==> config.mk <==
export PLATFORM = sky130hd
export DESIGN_NAME = burst_col_seq
export DESIGN_NICKNAME = d
export VERILOG_FILES = /design/src/rtl/burst_pkg.sv /design/src/rtl/burst_mode_reg.sv /design/src/rtl/burst_beat_ctrl.sv /design/src/rtl/burst_addr_gen.sv /design/src/rtl/burst_col_seq.sv
export SDC_FILE = /design/constraint.sdc
export NUM_CORES = 1
export LEC_CHECK = 0
export ABC_AREA = 1
export BUFFER_PORTS_ARGS = -buffer_cell sky130_fd_sc_hd__buf_2
export CORE_MARGIN = 4
export CORE_UTILIZATION = 55
export CTS_CLUSTER_SIZE = 12
export DETAILED_ROUTE_END_ITERATION = 8
export GPL_TIMING_DRIVEN = 0
export HOLD_SLACK_MARGIN = 0.03
export PLACE_DENSITY = 0.92
export SYNTH_ARGS = -nofsm -noshare
export SYNTH_HDL_FRONTEND = slang
export SYNTH_SLANG_ARGS = --single-unit
export TNS_END_PERCENT = 5
==> constraint.sdc <==
create_clock -name clk -period 3.3 [get_ports clk]
set_clock_uncertainty 0.05 [all_clocks]
set_input_delay 0.33 -clock clk [delete_from_list [all_inputs] [get_ports clk]]
set_output_delay 0.33 -clock clk [all_outputs]
set_load 0.02 [all_outputs]
==> src/rtl/burst_pkg.sv <==
package burst_pkg;

  // Burst length selection after decode
  typedef enum logic [2:0] {
    BL_1    = 3'd0,
    BL_2    = 3'd1,
    BL_4    = 3'd2,
    BL_8    = 3'd3,
    BL_PAGE = 3'd4
  } burst_len_e;

  typedef struct packed {
    burst_len_e len;
    logic       interleave;
    logic       single_write;
  } burst_cfg_t;

  localparam burst_cfg_t CFG_RESET = '{len: BL_1, interleave: 1'b0, single_write: 1'b0};

  // Column width for organization code 0 (x4), 1 (x8), 2 (x16)
  function automatic int col_width(int org);
    case (org)
      0:       return 10;
      1:       return 9;
      default: return 8;
    endcase
  endfunction

  // Mode-bus decode of bits 13..0 into a burst setting
  function automatic burst_cfg_t decode_mode(logic [13:0] a);
    burst_cfg_t c;
    case (a[2:0])
      3'b000:  c.len = BL_1;
      3'b001:  c.len = BL_2;
      3'b010:  c.len = BL_4;
      3'b011:  c.len = BL_8;
      3'b111:  c.len = BL_PAGE;
      default: c.len = BL_1;
    endcase
    c.interleave   = a[3];
    c.single_write = a[9] && (a[8:7] == 2'b00) && (a[13:10] == 4'b0000);
    return c;
  endfunction

endpackage

==> src/rtl/burst_mode_reg.sv <==
module burst_mode_reg
  import burst_pkg::*;
#(
  parameter int ADDR_W = 14
) (
  input  logic              clk,
  input  logic              rst_n,
  input  logic              load,
  input  logic [ADDR_W-1:0] addr,
  output burst_cfg_t        cfg
);

  logic unused_mode_bits;
  assign unused_mode_bits = ^addr[6:4];

  always_ff @(posedge clk or negedge rst_n) begin
    if (!rst_n) begin
      cfg <= CFG_RESET;
    end else if (load) begin
      cfg <= decode_mode(addr[13:0]);
    end
  end

endmodule

==> src/rtl/burst_beat_ctrl.sv <==
module burst_beat_ctrl
  import burst_pkg::*;
#(
  parameter int COL_W = 8
) (
  input  logic             clk,
  input  logic             rst_n,
  input  logic             start,
  input  logic             start_write,
  input  burst_cfg_t       cfg,
  input  logic             ready,
  output logic             capture,
  output logic             capture_il,
  output logic             active,
  output logic [COL_W-1:0] idx,
  output logic [COL_W-1:0] len_m1,
  output logic             last,
  output logic             done,
  output logic             err
);

  burst_len_e       eff_len;
  logic [COL_W-1:0] len_m1_next;
  logic             refuse;
  logic             accept;
  logic             xfer;

  always_comb begin
    eff_len = cfg.len;
    if (start_write && cfg.single_write) eff_len = BL_1;
    case (eff_len)
      BL_2:    len_m1_next = COL_W'(1);
      BL_4:    len_m1_next = COL_W'(3);
      BL_8:    len_m1_next = COL_W'(7);
      BL_PAGE: len_m1_next = '1;
      default: len_m1_next = '0;
    endcase
  end

  assign refuse     = (eff_len == BL_PAGE) && cfg.interleave;
  assign accept     = start && !active;
  assign capture    = accept && !refuse;
  assign capture_il = cfg.interleave;
  assign last       = active && (idx == len_m1);
  assign xfer       = active && ready;

  always_ff @(posedge clk or negedge rst_n) begin
    if (!rst_n) begin
      active <= 1'b0;
      idx    <= '0;
      len_m1 <= '0;
      done   <= 1'b0;
      err    <= 1'b0;
    end else begin
      done <= xfer && last;
      err  <= accept && refuse;
      if (capture) begin
        active <= 1'b1;
        idx    <= '0;
        len_m1 <= len_m1_next;
      end else if (xfer) begin
        if (last) begin
          active <= 1'b0;
        end else begin
          idx <= idx + COL_W'(1);
        end
      end
    end
  end

endmodule

==> src/rtl/burst_addr_gen.sv <==
module burst_addr_gen #(
  parameter int COL_W = 8
) (
  input  logic             clk,
  input  logic             rst_n,
  input  logic             capture,
  input  logic             capture_il,
  input  logic [COL_W-1:0] start_col,
  input  logic [COL_W-1:0] idx,
  input  logic [COL_W-1:0] mask,
  output logic [COL_W-1:0] addr
);

  logic [COL_W-1:0] base;
  logic             il;
  logic [COL_W-1:0] sum;

  always_ff @(posedge clk or negedge rst_n) begin
    if (!rst_n) begin
      base <= '0;
      il   <= 1'b0;
    end else if (capture) begin
      base <= start_col;
      il   <= capture_il;
    end
  end

  assign sum = base + idx;

  // Bits inside the block follow the order; bits above it stay at the base
  for (genvar b = 0; b < COL_W; b++) begin : g_bit
    assign addr[b] = mask[b] ? (il ? (base[b] ^ idx[b]) : sum[b]) : base[b];
  end

endmodule

==> src/rtl/burst_col_seq.sv <==
module burst_col_seq
  import burst_pkg::*;
#(
  parameter int ORG    = 2,
  parameter int ADDR_W = 14,
  localparam int COL_W = col_width(ORG)
) (
  input  logic              clk,
  input  logic              rst_n,
  input  logic              mrs_load,
  input  logic [ADDR_W-1:0] mrs_addr,
  input  logic              start,
  input  logic              start_write,
  input  logic [COL_W-1:0]  start_col,
  input  logic              col_ready,
  output logic [COL_W-1:0]  col_addr,
  output logic              col_valid,
  output logic              col_last,
  output logic              burst_done,
  output logic              cfg_error
);

  burst_cfg_t       cfg;
  logic             capture;
  logic             capture_il;
  logic [COL_W-1:0] idx;
  logic [COL_W-1:0] len_m1;

  burst_mode_reg #(.ADDR_W(ADDR_W)) u_mode (
    .clk   (clk),
    .rst_n (rst_n),
    .load  (mrs_load),
    .addr  (mrs_addr),
    .cfg   (cfg)
  );

  burst_beat_ctrl #(.COL_W(COL_W)) u_ctrl (
    .clk         (clk),
    .rst_n       (rst_n),
    .start       (start),
    .start_write (start_write),
    .cfg         (cfg),
    .ready       (col_ready),
    .capture     (capture),
    .capture_il  (capture_il),
    .active      (col_valid),
    .idx         (idx),
    .len_m1      (len_m1),
    .last        (col_last),
    .done        (burst_done),
    .err         (cfg_error)
  );

  burst_addr_gen #(.COL_W(COL_W)) u_addr (
    .clk        (clk),
    .rst_n      (rst_n),
    .capture    (capture),
    .capture_il (capture_il),
    .start_col  (start_col),
    .idx        (idx),
    .mask       (len_m1),
    .addr       (col_addr)
  );

endmodule

==> metrics, run 1 <==
relative slew slack=0.573; Netlist cell types=28; CTS-repair resized insts=0; Post-Syn Nets=278; Period minus WS final=roughly 2.5 ns; Clk pwr share=0.171; Detail Placement HPWL=3170 um; Critical Path Start Type=register; Final nets=between 300 and 400; Initial DRC Count=115; commonest non-fill, non-tap cells in the layout=nand2_1 (67), buf_2 (37), dfrtp_1 (29); Ports=40; cell-internal power=1.00 mW; Post-Syn Area=1830 um2; Initial Utilization=0.586; first-pass GRT wire length=roughly 7300 um; DR WL/cell=about 13 um; antenna violations before repair=0; clock sink count=29; Post-Syn Instances=241; PD cells=863 nW/um2; critical path arrival=2.15 ns; Syn Area/Cell=roughly 7.6 um2; Die Span X=65.7 um; Tcrit/Tclk final=0.767; GRT Overall Usage=0.224; core area=3130 um2; gpl congestion=0.875; Critical Path RT=2.92 ns; register area share after synthesis=0.396; clock transition at the registers of the reported paths=0.10 ns; Num CTS Buffers=5; antenna-violating nets left=0; drc violations=0; Clk Latency, worst-skew pair=0.34 ns; worst min path class=in -> reg; GR Overflow Total=0; CTS tree=built; most common cell after layout, fill and taps aside=nand2_1; Vias/cell=5.28; Die H=65.7 um; H-tree levels=2; Area Overhead vs Synth=18.2%; status=finished, final reports clean; row count=20; highest clock rate=395 MHz; Comb pwr share=0.516; total of warnings raised by yosys=0; Peak VDD IR=0.359 mV; largest net degree at the start of global routing=30; sequential share of power=0.313; #FFs+latches synth=29; Final Hold Vio Count=0; setup violators final=0; share of cells above drive strength 1=0.224; IO buf count=36; Tot Pwr=around 1.9 mW; unrepaired setup endpoints after global routing=no; Worst Setup End Kind=output port; routed vias=between 1500 and 2000; Final Max Tran Viols=0; cell taking the most area after synthesis=dfrtp_1; Root Driver=clkbuf_4; total routed wirelength=4250 um; Post-CTS Repair Setup Buffers=0; Antenna Cells=0; die area=~4300 um2; P_sw=0.867 mW; number of global-route vias before repair=1685; Sum Neg Setup Slack=0 ns; Leakage=1.12 nW; Synth area leaders=dfrtp_1 (40%), nand2_1 (14%), o21ai_0 (6.8%); Synth top area share=0.396; Net Sw Frac=0.464; hold_buf cts=1; DR pass1 iterations=4; Clock Tree Buf Depth=2; critical path type=reg -> out; worst slew pin tran=0.640 ns; CP max FO=6; max-cap viol count=0
[worst max-delay path: stages, from the launching register on]
cell	delay [ns]
dfrtp_1	0.47
ha_1	0.26
fa_1	0.41
nand3_1	0.10
nand2_1	0.08
nand3b_1	0.11
nand2_1	0.06
nand2_1	0.05
nand3_1	0.06
nand2_1	0.06
buf_2	0.15
[power groups by stage]
| stage | logic (mW) | registers [mW] | clock network, mW |
|---|---|---|---|
| 2_1_floorplan | 0.712 | 0.566 | 0 |
| 3_3_place_gp | 0.928 | 0.584 | 0 |
| 3_5_place_dp | 0.957 | 0.589 | 0 |
| 4_1_cts | 0.970 | 0.583 | 0.323 |
| 5_1_grt | 1.09 | 0.601 | 0.337 |
| 6_report | 0.965 | 0.585 | 0.319 |
[cell usage after synthesis]
cell type,instances
o21bai_1,1
o21ai_2,1
fa_1,1
buf_2,1
nand4_1,6
nand3_1,15
ha_1,8
nand2_2,4
o21ai_0,25
nand2_4,2
or2_2,4
xor2_1,7
nor4_1,2
nand3b_1,3
nor2_2,2
o22ai_1,3
buf_4,2
nand3_4,1
nor2_1,15
inv_2,1
dfrtp_1,29
buf_6,1
nand2_1,67
inv_1,28
a21oi_2,1
a21oi_1,6
o211ai_1,1
o21ai_1,4
[cell families (layout without fill, tap and decap cells)]
kind of cell / after synthesis / in the layout / share of synthesized area
flops: 29 / 29 / 0.396
simple gates: 121 / 121 / 0.305
xor+xnor: 7 / 7 / 0.0335
buf+inv: 33 / 78 / 0.0765
compound gates: 42 / 42 / 0.124
fa+ha+maj: 9 / 9 / 0.0656
[path summary, 6_finish.rpt]
path / from / to / slack, ns / cells after the start
max in group asynchronous: rst_n / u_ctrl.idx[4] / 2.28 / 2
worst max register to register: u_ctrl.idx[1] / u_ctrl.idx[0] / 1.71 / 9
min in group asynchronous: rst_n / u_mode.cfg[0] / 0.49 / 2
worst min register to register: u_addr.base[4] / u_addr.base[4] / 0.48 / 2
worst min-delay path: start_col[6] / u_addr.base[6] / 0.14 / 3
worst max-delay path: u_ctrl.idx[0] / col_addr[6] / 0.77 / 10
[per-stage QoR]
step / cells / cell area, um2 / setup WS [ns] / util / hold WS, ns
global placement: 321 / 2070 / 1.19 / 0.661 / 0.335
detailed placement: 321 / 2070 / 1.18 / 0.661 / 0.330
CTS: 330 / 2170 / 0.759 / 0.692 / 0.124
finish: 330 / 2170 / 0.770 / 0.692 / 0.136
global route: 330 / 2170 / 0.621 / 0.692 / 0.145
floorplan: 241 / 1830 / 1.15 / - / -0.0156
[metal layers]
metal,vias to the layer above,share of wire,GRT usage
met3,5,0.066,0.0513
met5,-,0,0
li1,879,-,-
met1,797,0.42,0.261
met2,62,0.50,0.385
met4,0,0.015,0.101
[registers in the layout (all words and copies together) (netlist names)]
register	flops
u_addr.base	8
u_mode.cfg	5
u_ctrl.done	1
u_ctrl.idx	8
u_ctrl.err	1
u_addr.il	1
u_ctrl.active	1
u_ctrl.len_m1	4
[final cells by class]
type	count	area, um2
Multi-Input combinational cell	179	966
Buffer	4	31.3
Clock buffer	6	51.3
Clock inverter	2	37.5
Timing Repair Buffer	37	190
Inverter	29	109
Fill cell	259	962
Sequential cell	29	726
Tap cell	44	55.1
Power figures use the tool's default switching activity.
==> inputs of run 2 (changes only) <==
- CORE_UTILIZATION: 55 -> 49
- PLACE_DENSITY: 0.92 -> 0.87
- clock period: 3.3 -> 2.3 ns (I/O delays scaled with it)
==> metrics, run 2 (same netlist as run 1, synthesis figures left out) <==
Peak VDD IR=0.653 mV (was 0.359 mV); Tot Pwr=2.77 mW (was 1.87 mW); critical path type=reg -> out (unchanged); reg2reg start=u_ctrl.idx[4] (was u_ctrl.idx[1]); critical path arrival=1.93 ns (was 2.15 ns); cell depth of the worst flop-to-flop path=9 (unchanged); die area=4780 um2 (was 4320 um2); slowest stage delay, CP=0.43 ns (was 0.47 ns); R2R setup slack=0.71 ns (was 1.71 ns); row count=21 (was 20); GRT Overall Usage=0.186 (was 0.224); slowest stage cell, crit path=dfrtp_2 (was dfrtp_1); Final nets=324 (was 322); DR WL/cell=13.1 um (was 12.9 um); IO buf count=36 (unchanged); Sum Neg Setup Slack=0 ns (unchanged); drc violations=0 (unchanged); Final Max Tran Viols=0 (unchanged); Tcrit/Tclk final=0.960; relative slew slack=0.578 (was 0.573); CP max FO=4 (was 6); worst r2r dst=u_ctrl.idx[5] (was u_ctrl.idx[0]); Ports=40 (unchanged); Period minus WS final=about 2.2 ns; worst slew pin tran=0.634 ns (was 0.640 ns); Critical Path RT=2.02 ns (was 2.92 ns); Crit path max-delay family=adder cells (unchanged); GR Overflow Total=0 (unchanged); CTS tree=built (unchanged); PD cells=1220 nW/um2 (was 863 nW/um2); Vias/cell=5.25 (was 5.28); highest clock rate=~450 MHz; Critical Path Start Type=register (unchanged); clock sink count=29 (unchanged); Die Span X=69.1 um (was 65.7 um); largest net degree at the start of global routing=30 (unchanged); largest registers=u_addr.base (8), u_ctrl.idx (8), u_mode.cfg (5) (unchanged); Root Driver=clkbuf_8 (was clkbuf_4); Layout Cells excl Fill=334 (was 330); first-pass GRT wire length=7190 um (was 7300 um); setup violators final=0 (unchanged); Clk Latency, worst-skew pair=0.28 ns (was 0.34 ns); clock transition at the registers of the reported paths=0.06 ns (was 0.10 ns); Die H=69.1 um (was 65.7 um); worst slack, placed=0.301 ns (was 1.18 ns); max-cap viol count=0 (unchanged); antenna-violating nets left=0 (unchanged); Worst path depth=8 (was 10); DP Cell Count=323 (was 321); crit path launch=u_ctrl.idx[0] (unchanged); Hold Path End=u_addr.base[6] (unchanged); commonest non-fill, non-tap cells in the layout=nand2_1 (67), buf_2 (35), inv_1 (28) (was nand2_1 (67), buf_2 (37), dfrtp_1 (29)); CP bufs+invs=1 (unchanged); Hold Path Cell Cnt=3 (unchanged); CP cell instances=ha_2 > fa_2 > nand3_1 > nand2_1 > nand2_1 > xor2_1 > o21ai_0 > buf_2 (was ha_1 > fa_1 > nand3_1 > nand2_1 > nand3b_1 > nand2_1 > nand2_1 > nand3_1 > nand2_1 > buf_2); routed vias=1755 (was 1743); core area=3470 um2 (was 3130 um2); Antenna Cells=0 (unchanged); Initial Utilization=0.528 (was 0.586); share of cells above drive strength 1=0.271 (was 0.224); Final Hold Vio Count=0 (unchanged); H-tree levels=2 (unchanged); # fillers=308 (was 259); most common cell after layout, fill and taps aside=nand2_1 (unchanged); Hold Path Origin=start_col[6] (unchanged); Leakage=1.12 nW (about the same); Worst Setup End Kind=output port (unchanged); Detail Placement HPWL=3200 um (was 3170 um); Num CTS Buffers=5 (unchanged); status=finished, final reports clean (unchanged); total routed wirelength=4360 um (was 4250 um); Clock Tree Buf Depth=2 (unchanged); antenna violations before repair=0 (unchanged); Hold Slack=0.0970 ns (was 0.136 ns); Area Overhead vs Synth=23.5% (was 18.2%); final setup margin=0.0916 ns (was 0.770 ns); worst min path class=in -> reg (unchanged); Initial DRC Count=122 (was 115); number of global-route vias before repair=1642 (was 1685); DR pass1 iterations=4 (unchanged); most used cell along the critical path=nand2_1 (unchanged); gpl congestion=0.824 (was 0.875)
==> run 2: cell types whose count changed in the layout (fill, tap and decap cells not counted), moves of 4 or more <==
cell	change
clkbuf_4	-5
dfrtp_1	-4
clkbuf_8	+4
buf_4	+4
ha_4	+5
ha_1	-6
dfrtp_2	+4
==> run 2: layout make-up <==
type                       count  area (um2)  share of cell area
sequential                    29         731               0.323
multi-input combinational    179        1040               0.460
clock buffer                   6        72.6              0.0321
tap                           46        57.6              0.0254
inverter                      29         109              0.0481
clock inverter                 2        10.0             0.00442
timing repair buffer          39         210              0.0929
buffer                         4        31.3              0.0138
==> run 2: how the worst max path moves through the flow <==
stage / slack [ns] / endpoint
final: 0.09 / col_addr[4]
after global routing: -0.03 / col_addr[6]
after CTS: 0.002 / col_addr[6]
after detailed placement: 0.30 / col_addr[6]
after global placement: 0.30 / col_addr[4]
after floorplan: 0.25 / col_addr[4]
==> run 2: per-layer routing <==
layer	up-vias	part of all wire	track usage
met5	-	0	0
met4	0	0.024	0.0998
met3	11	0.042	0.0291
met2	42	0.48	0.300
met1	821	0.45	0.238
li1	881	-	-
==> run 2: what timing repair did <==
item,in CTS,in global routing
endpoints found under the hold margin,29,0
buffers inserted,0,2
pin swaps,0,1
hold buffers,1,0
setup endpoints to repair,2,4
resized for setup,1,14
==> run 2: through the flow <==
stage | area (um2) | utilization
2_1_floorplan | 1830 | -
3_3_place_gp | 2070 | 0.597
3_5_place_dp | 2070 | 0.597
4_1_cts | 2160 | 0.624
5_1_grt | 2260 | 0.652
6_report | 2260 | 0.652
==> run 2: worst reg2reg max path: stages, from the launching register on <==
cell and delay (ns):
dfrtp_1 0.41, buf_4 0.18, nand2_2 0.06, nor2_2 0.13
nand3_1 0.09, nand2_2 0.10, nand3_4 0.11, nand2_4 0.11
buf_6 0.14, o21ai_0 0.09
==> run 2: power breakdown <==
| part | switching [mW] | total [mW] | internal, mW |
|---|---|---|---|
| Sequential | 0.196 | 0.875 | 0.679 |
| Clock | 0.188 | 0.396 | 0.209 |
| Combinational | 0.893 | 1.50 | 0.605 |
| Total | 1.28 | 2.77 | 1.49 |
